<file path="src/rtl/tag_alu_pkg.sv">
// Package: shared codes and the flag vector type for the tagged ALU.
// Assumes op codes 0x20..0x23 with bit0 = subtract, bit1 = trapping form.
package tag_alu_pkg;

    localparam logic [5:0] OP_GROUP   = 6'b001000;
    localparam logic [7:0] OP_TADD    = 8'h20;
    localparam logic [7:0] OP_TSUB    = 8'h21;
    localparam logic [7:0] OP_TADD_TV = 8'h22;
    localparam logic [7:0] OP_TSUB_TV = 8'h23;

    localparam logic [7:0] TRAP_CODE_NARROW = 8'h0a;
    localparam logic [7:0] TRAP_CODE_WIDE   = 8'h23;

    // Condition flags, packed N,Z,V,C from bit 3 down to bit 0.
    typedef struct packed {
        logic neg;
        logic zero;
        logic ovf;
        logic cry;
    } ccr_t;

endpackage

</file>
<file path="src/rtl/tag_alu_arith.sv">
// Adder core: one carry-chain adder computing a+b or a-b (a + ~b + 1).
// It recovers the carry and the signed overflow at bit 31 and at the top
// bit from the sum bits, and it flags a nonzero tag in either operand.
// Assumes DW >= 32.
module tag_alu_arith #(
    parameter int DW = 64
) (
    input  logic [DW-1:0] opa,
    input  logic [DW-1:0] opb,
    input  logic          sub_sel,
    output logic [DW-1:0] sum,
    output logic          lo_cout,
    output logic          lo_sovf,
    output logic          full_cout,
    output logic          full_sovf,
    output logic          tag_bad
);
    localparam int LO_MSB = 31;
    localparam int TAG_W  = 2;

    logic [DW-1:0] opb_eff;
    logic [DW:0]   ext;
    logic          lo_cin;
    logic          top_cin;

    // Invert the second operand for subtract; the carry-in supplies the +1.
    always_comb opb_eff = sub_sel ? ~opb : opb;

    // Full-width add with carry-out.
    always_comb ext = {1'b0, opa} + {1'b0, opb_eff} + {{DW{1'b0}}, sub_sel};

    // Split the sum and recover the carries into bit 31 and the top bit.
    always_comb begin
        sum       = ext[DW-1:0];
        full_cout = ext[DW];
        lo_cin    = sum[LO_MSB] ^ opa[LO_MSB] ^ opb_eff[LO_MSB];
        top_cin   = sum[DW-1] ^ opa[DW-1] ^ opb_eff[DW-1];
    end

    // Carry out of bit 31 and the signed overflow flags.
    always_comb begin
        lo_cout   = (opa[LO_MSB] & opb_eff[LO_MSB]) |
                    (lo_cin & (opa[LO_MSB] ^ opb_eff[LO_MSB]));
        lo_sovf   = lo_cin ^ lo_cout;
        full_sovf = top_cin ^ full_cout;
    end

    // A nonzero tag in either operand.
    always_comb tag_bad = (|opa[TAG_W-1:0]) | (|opb[TAG_W-1:0]);

endmodule

</file>
<file path="src/rtl/tag_alu_flags.sv">
// Flag builder: forms the 32-bit (low word) and full-width flag sets from
// the adder outputs. Carry becomes a borrow for subtract. In the plain forms
// the tag check is folded into the 32-bit V only; the trapping forms clear V.
module tag_alu_flags
    import tag_alu_pkg::*;
#(
    parameter int DW = 64
) (
    input  logic [DW-1:0] sum,
    input  logic          lo_cout,
    input  logic          lo_sovf,
    input  logic          full_cout,
    input  logic          full_sovf,
    input  logic          tag_bad,
    input  logic          sub_sel,
    input  logic          trap_var,
    output ccr_t          icc_raw,
    output ccr_t          xcc_raw
);
    localparam int LO_W = 32;

    // 32-bit flags from the low word.
    always_comb begin
        icc_raw.neg  = sum[LO_W-1];
        icc_raw.zero = (sum[LO_W-1:0] == '0);
        icc_raw.ovf  = trap_var ? 1'b0 : (lo_sovf | tag_bad);
        icc_raw.cry  = sub_sel ? ~lo_cout : lo_cout;
    end

    // Full-width flags; no tag term in V.
    always_comb begin
        xcc_raw.neg  = sum[DW-1];
        xcc_raw.zero = (sum == '0);
        xcc_raw.ovf  = trap_var ? 1'b0 : full_sovf;
        xcc_raw.cry  = sub_sel ? ~full_cout : full_cout;
    end

endmodule

</file>
<file path="src/rtl/tag_alu_decide.sv">
// Decision logic: decodes the op code, and chooses between trap and commit
// for an accepted operation. Assumes the trap test uses the 32-bit overflow.
module tag_alu_decide
    import tag_alu_pkg::*;
(
    input  logic       in_valid,
    input  logic [7:0] op_sel,
    input  logic       tag_bad,
    input  logic       lo_sovf,
    output logic       accept,
    output logic       sub_sel,
    output logic       trap_var,
    output logic       trap_fire,
    output logic       commit
);
    // Decode the operation group and its two mode bits.
    always_comb begin
        accept   = in_valid && (op_sel[7:2] == OP_GROUP);
        sub_sel  = op_sel[0];
        trap_var = op_sel[1];
    end

    // Trap or commit for an accepted operation.
    always_comb begin
        trap_fire = accept && trap_var && (tag_bad || lo_sovf);
        commit    = accept && !trap_fire;
    end

endmodule

</file>
<file path="src/rtl/tag_alu.sv">
// Top level of the tagged add/subtract unit. WIDE64 selects the 64-bit data
// path with a second flag set. All outputs are registered one cycle after
// the input. On a trap the data outputs are zeroed and no write is issued.
module tag_alu
    import tag_alu_pkg::*;
#(
    parameter bit WIDE64 = 1'b1
) (
    input  logic                        clk,
    input  logic                        rst_n,
    input  logic                        in_valid,
    input  logic [7:0]                  op_sel,
    input  logic [(WIDE64 ? 64:32)-1:0] src_a,
    input  logic [(WIDE64 ? 64:32)-1:0] src_b,
    output logic                        out_valid,
    output logic [(WIDE64 ? 64:32)-1:0] result,
    output logic [3:0]                  icc,
    output logic [3:0]                  xcc,
    output logic                        wr_en,
    output logic                        flag_wr,
    output logic                        trap_req,
    output logic [7:0]                  trap_code
);
    localparam int         DW      = WIDE64 ? 64 : 32;
    localparam logic [7:0] TRAP_TT = WIDE64 ? TRAP_CODE_WIDE : TRAP_CODE_NARROW;

    logic [DW-1:0] sum;
    logic lo_cout, lo_sovf, full_cout, full_sovf, tag_bad;
    logic accept, sub_sel, trap_var, trap_fire, commit;
    ccr_t icc_raw, xcc_raw, xcc_sel;

    tag_alu_arith #(.DW(DW)) arith_i (
        .opa(src_a), .opb(src_b), .sub_sel(sub_sel), .sum(sum),
        .lo_cout(lo_cout), .lo_sovf(lo_sovf),
        .full_cout(full_cout), .full_sovf(full_sovf), .tag_bad(tag_bad)
    );

    tag_alu_decide decide_i (
        .in_valid(in_valid), .op_sel(op_sel), .tag_bad(tag_bad),
        .lo_sovf(lo_sovf), .accept(accept), .sub_sel(sub_sel),
        .trap_var(trap_var), .trap_fire(trap_fire), .commit(commit)
    );

    tag_alu_flags #(.DW(DW)) flags_i (
        .sum(sum), .lo_cout(lo_cout), .lo_sovf(lo_sovf),
        .full_cout(full_cout), .full_sovf(full_sovf), .tag_bad(tag_bad),
        .sub_sel(sub_sel), .trap_var(trap_var),
        .icc_raw(icc_raw), .xcc_raw(xcc_raw)
    );

    // The 64-bit flag set exists only in wide mode.
    always_comb xcc_sel = WIDE64 ? xcc_raw : '0;

    // Output register stage: the pulses follow each accepted op; the data is held otherwise.
    always_ff @(posedge clk) begin
        if (!rst_n) begin
            out_valid <= 1'b0;
            result    <= '0;
            icc       <= '0;
            xcc       <= '0;
            wr_en     <= 1'b0;
            flag_wr   <= 1'b0;
            trap_req  <= 1'b0;
            trap_code <= '0;
        end else begin
            out_valid <= accept;
            wr_en     <= commit;
            flag_wr   <= commit;
            trap_req  <= trap_fire;
            trap_code <= trap_fire ? TRAP_TT : 8'h00;
            if (accept) begin
                result <= trap_fire ? '0 : sum;
                icc    <= trap_fire ? '0 : icc_raw;
                xcc    <= trap_fire ? '0 : xcc_sel;
            end
        end
    end

    // Assertions placed next to the output stage.
    a_r1_reset_clears: assert property (@(posedge clk)
        !rst_n |=> (!out_valid && !trap_req && !wr_en && result == '0));

    a_r2_valid_has_cause: assert property (@(posedge clk) disable iff (!rst_n)
        out_valid |-> $past(in_valid));

    a_r2_hold_when_idle: assert property (@(posedge clk) disable iff (!rst_n)
        !in_valid |=> ($stable(result) && !out_valid));

    a_r8_trap_blocks_write: assert property (@(posedge clk) disable iff (!rst_n)
        trap_req |-> (!wr_en && !flag_wr && out_valid && result == '0));

    a_r8_trap_code: assert property (@(posedge clk) disable iff (!rst_n)
        trap_req |-> (trap_code == TRAP_TT));

    a_r8_code_quiet: assert property (@(posedge clk) disable iff (!rst_n)
        !trap_req |-> (trap_code == 8'h00));

    a_r9_tv_v_clear: assert property (@(posedge clk) disable iff (!rst_n)
        (in_valid && op_sel[1]) |=> (!icc[1] && !xcc[1]));

    a_r2_one_outcome: assert property (@(posedge clk) disable iff (!rst_n)
        out_valid |-> $onehot({wr_en, trap_req}));

endmodule

</file>
<file path="config.mk">
export PLATFORM = sky130hd
export DESIGN_NAME = tag_alu
export DESIGN_NICKNAME = d
export VERILOG_FILES = /design/src/rtl/tag_alu_pkg.sv /design/src/rtl/tag_alu_arith.sv /design/src/rtl/tag_alu_flags.sv /design/src/rtl/tag_alu_decide.sv /design/src/rtl/tag_alu.sv
export SDC_FILE = /design/constraint.sdc
export NUM_CORES = 1
export LEC_CHECK = 0
export BUFFER_PORTS_ARGS = -buffer_cell sky130_fd_sc_hd__buf_2
export CORE_MARGIN = 4
export CORE_UTILIZATION = 55
export DETAILED_ROUTE_END_ITERATION = 6
export PLACE_DENSITY = 0.91
export SETUP_SLACK_MARGIN = 0.15
export SLEW_MARGIN = 5
export SYNTH_ARGS = -nofsm -noshare
export SYNTH_HDL_FRONTEND = slang
export SYNTH_SLANG_ARGS = --single-unit
</file>
<file path="constraint.sdc">
create_clock -name clk -period 5.79 [get_ports clk]
set_input_delay 0.2895 -clock clk [delete_from_list [all_inputs] [get_ports clk]]
set_output_delay 0.2895 -clock clk [all_outputs]
set_load 0.1 [all_outputs]
</file>
==> After elaboration in Yosys (flattened, before gate mapping) <==
Cells that the tools add are included.
{ "classes": {"bitwise_logic": 15, "mux": 9, "n_eq_ne": 1, "n_reduce_logical": 10, "addsub": 2} }
{ "ops": {"columns": ["cell", "count"], "rows": [
  ["$mux W64", 2],
  ["$add A64 B64 Y65", 1],
  ["$add A65 B1 Y65", 1],
  ["$logic_not A64 Y1", 1],
  ["$not A64 Y64", 1],
  ["$logic_not A32 Y1", 1],
  ["$mux W4", 2],
  ["$xor A1 B1 Y1", 7],
  ["$eq A6 B4 Y1 const B", 1],
  ["$mux W6", 1],
  ["$logic_and A1 B1 Y1", 4],
  ["$mux W1", 4],
  ["$reduce_or A2 Y1", 2],
  ["$or A1 B1 Y1", 3],
  ["$and A1 B1 Y1", 2],
  ["$not A1 Y1", 2],
  ["$logic_not A1 Y1", 1],
  ["$logic_or A1 B1 Y1", 1]
]} }
{ "totals": {"output_inout_bits": 84, "word_cells": 44, "inputBits": 139, "regBits": 83} }

==> Logic depth before layout (Yosys ltp) <==
Gate-level depths: netlist (run 1).
{ "logic_depth": {"depth_word": 13, "ltp_mapped": 17, "depth_no_buf": 14} }

==> Hierarchy <==
From an unflattened synthesis (run 1), not the netlist that was laid out.
{ "unflattened": {"cells_unflattened": 1006, "area_unflattened_um2": 7706.1} }
{ "modules_own_cells": {"columns": ["module", "n_inst", "area_each_um2", "cells_per_inst", "seq_area_each_um2"], "rows": [
  ["tag_alu_arith", 1, 4409.2, 632, 0.0],
  ["tag_alu", 1, 3034.2, 337, 1501.4],
  ["tag_alu_flags", 1, 193.9, 29, 0.0],
  ["tag_alu_decide", 1, 68.8, 8, 0.0]
]} }

==> Least setup slack after synthesis (run 1) <==
No wires, ideal clock.
{ "synth_timing": {"path_kind": "input-to-reg", "start": "input op_sel[0]", "end": "register xcc[2]", "arrival_ps": 4024, "path_buffers": 3, "setup_time_ps": 61, "required_time_ps": 5729, "setup_slack_ps": 1704, "stages": 16, "path_cell_list": "buf_1 -> clkbuf_1 -> xor2_1 -> ha_1 -> buf_6 -> a211o_1 -> a21oi_2 -> nor2_1 -> or4_4 -> o211a_1 -> or4_4 -> a31oi_1 -> nand4_1 -> a2111oi_2 -> nand4_1 -> nand2_1"} }
{ "synth_between": {"elab_chain_len": 11, "word_cells_on_any_way": 14, "cone_classes": "add/sub (2); mux (2); bitwise (7); reduce/logical (3)"} }
{ "synth_lines": {"columns": ["item", "line_no", "source"], "rows": [
  ["start: declaration", "tag_alu.sv:12", "input logic [7:0] op_sel,"],
  ["$mux W64", "tag_alu_arith.sv:27", "always_comb opb_eff = sub_sel ? ~opb : opb;"],
  ["$add A64 B64 Y65", "tag_alu_arith.sv:30", "always_comb ext = {1'b0, opa} + {1'b0, opb_eff} + {{DW{1'b0}}, sub_sel};"],
  ["$add A65 B1 Y65", "tag_alu_arith.sv:30", null],
  ["$xor A1 B1 Y1 (2 in series)", "tag_alu_arith.sv:36", "lo_cin = sum[LO_MSB] ^ opa[LO_MSB] ^ opb_eff[LO_MSB];"],
  ["$and A1 B1 Y1", "tag_alu_arith.sv:43", "(lo_cin & (opa[LO_MSB] ^ opb_eff[LO_MSB]));"],
  ["$or A1 B1 Y1", "tag_alu_arith.sv:42", "lo_cout = (opa[LO_MSB] & opb_eff[LO_MSB]) |"],
  ["$xor A1 B1 Y1", "tag_alu_arith.sv:44", "lo_sovf = lo_cin ^ lo_cout;"],
  ["$logic_or A1 B1 Y1", "tag_alu_decide.sv:25", "trap_fire = accept && trap_var && (tag_bad || lo_sovf);"],
  ["$logic_and A1 B1 Y1", "tag_alu_decide.sv:25", null],
  ["$mux W4 *", "tag_alu.sv:74", "xcc <= trap_fire ? '0 : xcc_sel;"],
  ["end signal: assignment", "tag_alu.sv:74", null],
  ["end: declaration", "tag_alu.sv:18", "output logic [3:0] xcc,"]
]} }
Mark *: on every way between the ends. The rest lies on a longest branch, timed or not.
A chain may end at the register's enable or synchronous reset.

==> Worst setup path after layout (run 1) <==
{ "layout_timing": {"start": "input op_sel[0]", "end": "register result[17] (netlist name)"} }
{ "layout_between": {"elab_chain_len": 11, "word_cells_on_any_way": 13, "cone_classes": "add/sub (2); mux (2); bitwise (7); reduce/logical (2)"} }
{ "layout_lines": {"columns": ["item", "line_no", "source"], "rows": [
  ["$mux W64", "tag_alu_arith.sv:27", null],
  ["$add A64 B64 Y65", "tag_alu_arith.sv:30", null],
  ["$add A65 B1 Y65", "tag_alu_arith.sv:30", null],
  ["$xor A1 B1 Y1 (2 in series)", "tag_alu_arith.sv:36", null],
  ["$and A1 B1 Y1", "tag_alu_arith.sv:43", null],
  ["$or A1 B1 Y1", "tag_alu_arith.sv:42", null],
  ["$xor A1 B1 Y1", "tag_alu_arith.sv:44", null],
  ["$logic_or A1 B1 Y1", "tag_alu_decide.sv:25", null],
  ["$logic_and A1 B1 Y1", "tag_alu_decide.sv:25", null],
  ["$mux W64 *", "tag_alu.sv:72", "result <= trap_fire ? '0 : sum;"],
  ["end signal: assignment", "tag_alu.sv:72", null],
  ["end: declaration", "tag_alu.sv:16", "output logic [(WIDE64 ? 64:32)-1:0] result,"]
]} }
Marks and branches as above.

==> impl_metrics.yaml, run 1 <==
final_layout:
  drive_gt1_frac: 0.212
  final_core_util: 0.648
  diodes: 0
  area_growth_pct: 16.2
  num-nets-final: 1461
critical_path:
  cpMostUsedCell: "nand2_1"
  crit_fanout: 49
  cp.required_ns: 6.06
  startpoint_type: "input port"
  path_class: "in -> reg"
  setup.worst_path.end_class: "flop"
  cp_data_arrival_time_ns: 4.82
  slowest_delay_ns: 0.95
  cp_top_family: "compound AO/OA/AOI/OAI gates"
  crit_slowest_cell: "a21oi_2"
  cp.buffers_inverters: 1
  crit_chain: "buf_4, xor2_1, ha_1, nand2_1, o21ai_0, a21oi_1, a311oi_1, nor2_1, xnor2_1, mux2i_1, nand2_1, a21oi_2, a22o_1"
routing:
  via_per_inst: 6.19
  initialDrtViolationCount: 887
  drc: 0
  routed-via-count: 8932
  post_drt_wl_per_cell_um: 18.0
  drt_pre_antenna_iters: 5
  totalWireLength_mm: 26.0
  ant_nets: 0
clocking:
  clock_path_buffers: 2
  cts_sinks: 73
  numCtsBuffers: 9
  cts_tree: "yes"
  cts.clk_slew.worst_paths_ns: 0.06
  htree_levels: 3
  post_cts_buffers: 0
  cts-root-buf: "clkbuf_16"
  cts_resized: 0
  clock_latency_ns: 0.34
  postCtsHoldBufs: 0
sta:
  rsz0062_at_grt: "false"
  tightest_slew_ns: 1.23
  fin_setup_tns_ns: 0
  fin_ws_ns: 1.24
  slew_headroom: 0.180
  min_period_ns: 4.55
  slew_violations: 0
  fin_crit_sh: 0.786
  hold_viol_final: 0
  clock_skew_ns: 0
  max_freq_mhz: 220
  report.final.setup_viol: 0
synth:
  synth_top_area_share: 0.181
  yosys_warnings: 0
  async_flop_share: 0
  netlist_top_cells_area: "dfxtp_1 (18%), ha_1 (10%), xor2_1 (8.6%)"
  synth_cell_types: 88
  synth_top_area_cell: "dfxtp_1"
  yosys_register_bits: 73
  synth_area_um2: 8070
  synth_edf_count: 0
  ys_seq_area_frac: 0.181
  syn_area_per_cell_um2: 7.41
  ys.flop_type: "dfxtp_1"
  syn_inst: 1089
power_and_ir_drop:
  peakVddDrop_mv: 0.177
  powerDensity_nw_per_um2: 237
  power_leakage_uw: 0.00427
floorplan:
  dieArea_um2: 16700
  row_count: 44
  num_io_pins: 223
  die_h_um: 129
  start_util: 0.558
  core_area_um2: 14500
  die_w_um: 129
hold_path:
  hold_path.class: "in -> reg"
global_route:
  antenna_found_initial: 0
  grt-ovfl-total: 0
  grt_use_total: 0.295
  grt_pass1_vias: 7983
  grt_pass1_wl_mm: 40.0
  grt_max_degree: 61
placement:
  post-place-ws_ns: 1.05
  dp_hpwl_mm: 21.4
  io_buffers: 217
  globalplace.congestion: 0.961
job:
  drv_cap: 0
status:
  outcome: "finished clean"
[registers in the layout, summed over array words and instances (netlist names)]
register   count
flag_wr        1
icc            3
out_valid      1
result        64
trap_code      1
xcc            3
[per-stage QoR]
| stage | instances | power, µW | cell area [µm²] | hold WS [ns] |
|---|---|---|---|---|
| 6_report | 1444 | 2230 | 9380 | 0.291 |
| 5_1_grt | 1444 | 2340 | 9380 | 0.304 |
| 4_1_cts | 1444 | 2200 | 9380 | 0.287 |
| 3_5_place_dp | 1428 | 1620 | 9080 | 0.438 |
| 3_3_place_gp | 1428 | 1610 | 9080 | 0.430 |
| 2_1_floorplan | 1093 | 1340 | 8090 | 0.467 |
[final timing paths]
path	startpoint	end	slack [ns]	cells after the start
setup / recovery	op_sel[0]	result[17]	1.24	13
hold / removal	rst_n	result[8]	0.29	2
setup reg to reg	result[55]	result[55]	5.12	2
hold reg to reg	result[39]	result[39]	0.45	2
[cell families (layout without fill, tap and decap cells)]
kind of cell    after synthesis  count (layout)  share of synthesized area
fa+ha+maj                    67              67                      0.105
compound gates              361             361                      0.297
flops                        73              73                      0.181
other cells                   1               5                   0.000464
buf+inv                      89             256                     0.0536
xor+xnor                    108             108                      0.118
mux                          13              13                     0.0170
simple gates                377             377                      0.228
[placed cells by master, fill, tap and decap left out, types with 13 or more instances in the layout]
master and count:
dfxtp_1 73, o21ai_1 25, a21o_1 22, inv_1 20, nand4_1 28, a21oi_1 88
nor2_1 68, nand2b_1 14, and2_1 13, nand3_1 24, a22o_1 23, o21ai_0 75
xor2_1 79, xnor2_1 28, buf_2 216, nor3_1 30, nand2_1 136, ha_1 66
[area by class of cell]
class | count | area (µm²)
multi-input cells | 931 | 6200
inverters | 20 | 75.1
fillers | 1312 | 5100
clock inverters | 7 | 76.3
well taps | 184 | 230
repair buffers | 220 | 1110
clock buffers | 9 | 225
flip-flops and latches | 73 | 1460
[power by group]
group / internal, µW / switching (µW) / leakage, µW
combinational: 412 / 733 / 0.00354
clock: 338 / 239 / 0.000143
sequential: 504 / 1.10 / 0.000588
[worst reg2reg max path, stage by stage (launching register included)]
cell	delay, ns
dfxtp_1	0.31
nand2_1	0.08
o21ai_0	0.14
[synthesized netlist by cell type, types with 4 or more instances]
library cell	instances
a22oi_1	6
nand4_1	28
a21oi_2	5
clkbuf_1	38
nor2b_1	7
nand2b_1	14
a21boi_0	12
a211o_1	7
xnor2_1	28
a21o_1	22
and3_1	9
a31oi_1	10
nor4_1	9
xor2_1	79
or3_1	11
nor2_1	68
dfxtp_1	73
and2_1	14
mux2i_1	9
a211oi_1	6
buf_4	16
a22o_1	23
o211ai_1	11
or2_2	5
buf_2	8
nand2_1	136
ha_1	66
o21bai_1	10
o31ai_1	5
o21ai_1	25
o21ai_0	75
o21a_1	10
inv_1	20
nand4b_1	4
nor3_1	30
nand3_1	24
a21oi_1	89
[per-layer routing]
| metal | up-vias | track usage | wire length (µm) | share of wire |
|---|---|---|---|---|
| li1 | 4341 | - | - | - |
| met1 | 4074 | 0.411 | 11200 | 0.43 |
| met2 | 470 | 0.480 | 11800 | 0.45 |
| met3 | 47 | 0.0383 | 2370 | 0.091 |
| met4 | 0 | 0.0846 | 639 | 0.025 |
| met5 | - | 0 | 0 | 0 |
No activity file was read; power rests on OpenSTA's default activity.
==> inputs of run 2 (changes only) <==
- clock period: 5.79 -> 4.2 ns (I/O delays scaled with it)
==> impl_metrics.yaml, run 2 (synthesized netlist as in run 1, its figures left out) <==
final_layout:
  drive_gt1_frac: 0.228
  final_core_util: 0.664
  num-nets-final: 1487
  nFillCells: 1295
  fin_cells: 1470
  layout_commonest_cell: "buf_2"
  area_growth_pct: 19.2
  largest_reg_flops: 64
  layout_common_cells: "buf_2 (216), nand2_1 (136), a21oi_1 (88)"
  reg.largest.list: "result (64), icc (3), xcc (3)"
  diodes: 0
  stdcell_area_um2: 9620
  top_register: "result"
critical_path:
  endpoint: "xcc[1]"
  cp.required_ns: 4.43
  cp.depth: 16
  startpoint_type: "input port"
  setup.worst_path.end_class: "flop"
  r2r_cells: 2
  cp_data_arrival_time_ns: 4.01
  cp.buffers_inverters: 3
  crit_chain: "buf_4, buf_12, buf_4, xor2_1, ha_1, nand2_1, o21ai_0, a21oi_1, a211oi_1, o21ai_0, a31oi_1, nor2b_1, xnor2_2, xnor2_1, mux2_1, a32o_1"
  slowest_delay_ns: 0.46
  crit_fanout: 29
  startpoint: "op_sel[0]"
  cp_top_family: "compound AO/OA/AOI/OAI gates"
  r2r_start: "result[9]"
  crit_slowest_cell: "o21ai_0"
  r2r-end: "result[9]"
  path_class: "in -> reg"
  r2r_slack_ns: 3.51
routing:
  via_per_inst: 6.21
  post_drt_wl_per_cell_um: 18.5
  routed-via-count: 9123
  drt_pre_antenna_iters: 6
  totalWireLength_mm: 27.2
  ant_nets: 0
  drc: 0
  initialDrtViolationCount: 735
floorplan:
  die_h_um: 129
  core_area_um2: 14500
  dieArea_um2: 16700
  row_count: 44
  die_w_um: 129
  start_util: 0.558
  num_io_pins: 223
global_route:
  grt_max_degree: 61
  grt_pass1_wl_mm: 42.3
  grt-ovfl-total: 0
  grt_pass1_vias: 8370
  grt_use_total: 0.314
  antenna_found_initial: 0
clocking:
  cts.clk_slew.worst_paths_ns: 0.06
  cts-root-buf: "clkbuf_16"
  cts_sinks: 73
  numCtsBuffers: 9
  post_cts_buffers: 0
  cts_tree: "yes"
  clock_latency_ns: 0.33
  htree_levels: 3
  clock_path_buffers: 2
sta:
  min_period_ns: 3.78
  rsz0062_at_grt: "false"
  hold_viol_final: 0
  slew_violations: 0
  tightest_slew_ns: 1.16
  report.final.setup_viol: 0
  slew_headroom: 0.225
  clock_skew_ns: 0
  fin_crit_sh: 0.900
  fin_setup_tns_ns: 0
  max_freq_mhz: 265
power_and_ir_drop:
  power_leakage_uw: 0.00441
  peakVddDrop_mv: 0.156
  powerDensity_nw_per_um2: 333
placement:
  place_inst: 1454
  dp_hpwl_mm: 22.3
  io_buffers: 217
  place_area_um2: 9290
  globalplace.congestion: 1.00
status:
  outcome: "finished clean"
job:
  drv_cap: 0
hold_path:
  hold_path.class: "in -> reg"
[run 2: layout make-up]
class / count / area [µm²] / share of cell area
multi-input combinational: 931 / 6200 / 0.645
clock inverter: 7 / 101 / 0.0105
sequential: 73 / 1460 / 0.152
inverter: 20 / 75.1 / 0.00780
tap: 184 / 230 / 0.0239
clock buffer: 9 / 225 / 0.0234
timing repair buffer: 246 / 1330 / 0.138
[run 2: report_power, final]
group          switching [µW]  internal, µW
combinational            1050           612
sequential               1.41           695
clock                     325           525
total                    1370          1830
[run 2: how the worst min path moves through the flow]
stage          startpoint            to  slack, ns  depth (start not counted)
5_1_grt             rst_n    result[63]       0.22                          2
3_5_place_dp       icc[2]        icc[2]       0.43                          1
3_3_place_gp       icc[2]        icc[2]       0.43                          1
2_1_floorplan       rst_n  trap_code[1]       0.39                          2
4_1_cts             rst_n    result[63]       0.21                          2
6_report            rst_n    result[63]       0.21                          2
[run 2: metrics by stage]
step / setup slack [ns] / hold WS (ns) / total power, µW
2_1_floorplan: 0.194 / 0.388 / 1850
3_3_place_gp: 0.0821 / 0.428 / 2300
3_5_place_dp: -0.0163 / 0.434 / 2310
4_1_cts: 0.321 / 0.209 / 3150
5_1_grt: 0.180 / 0.215 / 3380
6_report: 0.422 / 0.211 / 3200
[run 2: metal layers]
metal  track usage  vias to the layer above  routed length [µm]
li1              -                     4378                   -
met2         0.507                      457               12300
met4         0.105                        0                 774
met5             0                        -                   0
met3        0.0433                       64                2290
met1         0.431                     4224               11700
[run 2: what timing repair did]
action	CTS	global route
hold buffers	0	0
resized for setup	0	4
setup endpoints to repair	0	2
==> inputs of run 3 (changes only) <==
- ABC_AREA: not set -> 1
- PLACE_DENSITY: 0.91 -> 0.89
- SLEW_MARGIN: 5 -> not set
==> impl_metrics.yaml, run 3 <==
final_layout:
  fin_cells: 2137
  drive_gt1_frac: 0.175
  top_register: "result"
  layout_commonest_cell: "nand2_1"
  layout_common_cells: "nand2_1 (664), inv_1 (284), buf_2 (216)"
  area_growth_pct: 15.9
  final_core_util: 0.647
  reg.largest.list: "result (64), icc (3), xcc (3)"
  nFillCells: 1694
  largest_reg_flops: 64
  num-nets-final: 2113
  diodes: 0
clocking:
  htree_levels: 3
  clock_latency_ns: 0.33
  clock_path_buffers: 2
  cts-root-buf: "clkbuf_16"
  postCtsHoldBufs: 0
  cts_sinks: 73
  cts_tree: "yes"
  cts_resized: 0
  post_cts_buffers: 0
  cts.clk_slew.worst_paths_ns: 0.06
  numCtsBuffers: 9
global_route:
  met2_usage: 0.526
  grt_use_total: 0.346
  grt_pass1_vias: 10300
  gr-usage-met1: 0.524
  grt_max_degree: 67
  met3_usage: 0.0577
  grt-ovfl-total: 0
  grt_pass1_wl_mm: 54.7
  busiest_layer: "met2"
  antenna_found_initial: 0
floorplan:
  dieArea_um2: 19600
  die_h_um: 140
  start_util: 0.558
  die_w_um: 140
  row_count: 48
  num_io_pins: 223
  core_area_um2: 17200
power_and_ir_drop:
  power_leakage_uw: 0.00657
  comb_power_share: 0.549
  p_sw_frac: 0.474
  clkPwrFrac: 0.234
  powerDensity_nw_per_um2: 289
  switchingPower_uw: 1520
  internal_power_uw: 1690
  power_frac_seq: 0.217
  peakVddDrop_mv: 0.266
synth:
  async_flop_share: 0
  synth_top_family_by_area: "simple AND/OR/NAND/NOR gates"
  synth_common_cells: "nand2_1 (664), inv_1 (284), nor2_1 (128)"
  synth_cell_types: 42
  synth_top_area_share: 0.260
  syn_area_per_cell_um2: 5.62
  synth_top_area_cell: "nand2_1"
  post_synth_and_or_nand_nor_area_fraction: 0.440
  synth_edf_count: 0
  yosys_register_bits: 73
  synth-xor-area-share: 0.0713
  ys.flop_type: "dfxtp_1"
  yosys_warnings: 0
  synth.mux.area_fraction: 0
  ys_seq_area_frac: 0.152
  syn_inst: 1707
  synth_most_common_cell: "nand2_1"
  synth_fa_ha_area_frac: 0.0882
  synth_compound_area_frac: 0.112
  synth_area_um2: 9590
  netlist_top_cells_area: "nand2_1 (26%), dfxtp_1 (15%), inv_1 (11%)"
routing:
  initialDrtViolationCount: 1083
  via_per_inst: 5.36
  post_drt_wl_per_cell_um: 16.6
  drc: 4
  routed-via-count: 11500
  totalWireLength_mm: 35.5
  ant_nets: 0
  drt_pre_antenna_iters: 7
critical_path:
  cp.required_ns: 4.43
  path_class: "in -> reg"
  setup.worst_path.end_class: "flop"
  crit_fanout: 66
  startpoint_type: "input port"
  cp_data_arrival_time_ns: 3.41
sta:
  tightest_slew_ns: 1.06
  slew_headroom: 0.292
  max_freq_mhz: 314
  rsz0062_at_grt: "false"
  min_period_ns: 3.19
  hold_viol_final: 0
  clock_skew_ns: 0
  fin_crit_sh: 0.759
  hold_ws_ns: 0.180
  slew_violations: 0
  fin_setup_tns_ns: 0
  fin_ws_ns: 1.01
  report.final.setup_viol: 0
status:
  outcome: "finished with violations"
  violations: "DRC"
hold_path:
  hold_path.class: "in -> reg"
placement:
  io_buffers: 217
  post-place-ws_ns: 0.766
  place_inst: 2121
  globalplace.congestion: 1.03
  dp_hpwl_mm: 30.5
job:
  drv_cap: 0
run 3: changes by cell type after synthesis, sizes merged, moves of 21 or more:
cell / delta
nand3b: +21
nand3: +80
nor2: +72
inv: +267
a22o: -22
nand2: +549
clkbuf: -25
a21o: -23
run 3: through the flow:
step,instance area [µm²],power (µW)
floorplan,9600,1890
global placement,10800,2400
detailed placement,10800,2410
CTS,11100,3150
global route,11100,3410
finish,11100,3210
run 3: routing by layer:
| metal | share of wire | wire length, µm |
|---|---|---|
| met5 | 0 | 0 |
| met2 | 0.42 | 14700 |
| met3 | 0.10 | 3690 |
| met1 | 0.47 | 16600 |
| met4 | 0.013 | 455 |
run 3: power by group through the flow:
stage / Combinational [µW] / Sequential [µW] / Clock [µW]
CTS: 1710 / 697 / 745
floorplan: 1160 / 730 / 0
global placement: 1690 / 712 / 0
detailed placement: 1700 / 712 / 0
global route: 1930 / 697 / 777
finish: 1770 / 697 / 751
run 3: area by class of cell:
| class | count | area [µm²] | share of cell area |
|---|---|---|---|
| Multi-Input combinational cell | 1313 | 6850 | 0.616 |
| Sequential cell | 73 | 1460 | 0.132 |
| Timing Repair Buffer | 222 | 1150 | 0.104 |
| Inverter | 288 | 1080 | 0.0973 |
| Tap cell | 225 | 282 | 0.0253 |
| Clock buffer | 11 | 233 | 0.0209 |
| Clock inverter | 5 | 56.3 | 0.00507 |
run 3: path summary, 6_finish.rpt:
path	to	slack [ns]	from	cells past startpoint
hold / removal	result[0]	0.18	rst_n	3
setup reg to reg	result[16]	3.48	result[16]	2
hold reg to reg	result[32]	0.45	result[32]	2
setup / recovery	result[44]	1.01	op_sel[0]	17
run 3: worst max-delay path: stages:
cell	delay (ns)
buf_4	0.09
buf_12	0.37
xor2_1	0.13
ha_1	0.40
nand2_1	0.11
nand2_1	0.07
a21oi_1	0.30
nand2_1	0.21
nor2_2	0.29
nand3_2	0.17
nand2_4	0.12
nand3_2	0.09
nand3_4	0.10
nand2_4	0.07
nand2_4	0.27
buf_12	0.26
o21ai_2	0.08
run 3: logic make-up (layout without fill, tap and decap cells):
logic type / Yosys count / count (layout)
xor gates and xnor gates: 78 / 78
AOI/OAI and AO/OA: 170 / 170
other: 1 / 5
buffers and inverters: 325 / 526
and+or+nand+nor: 993 / 993
adders and majority gates: 67 / 67
DFF: 73 / 73
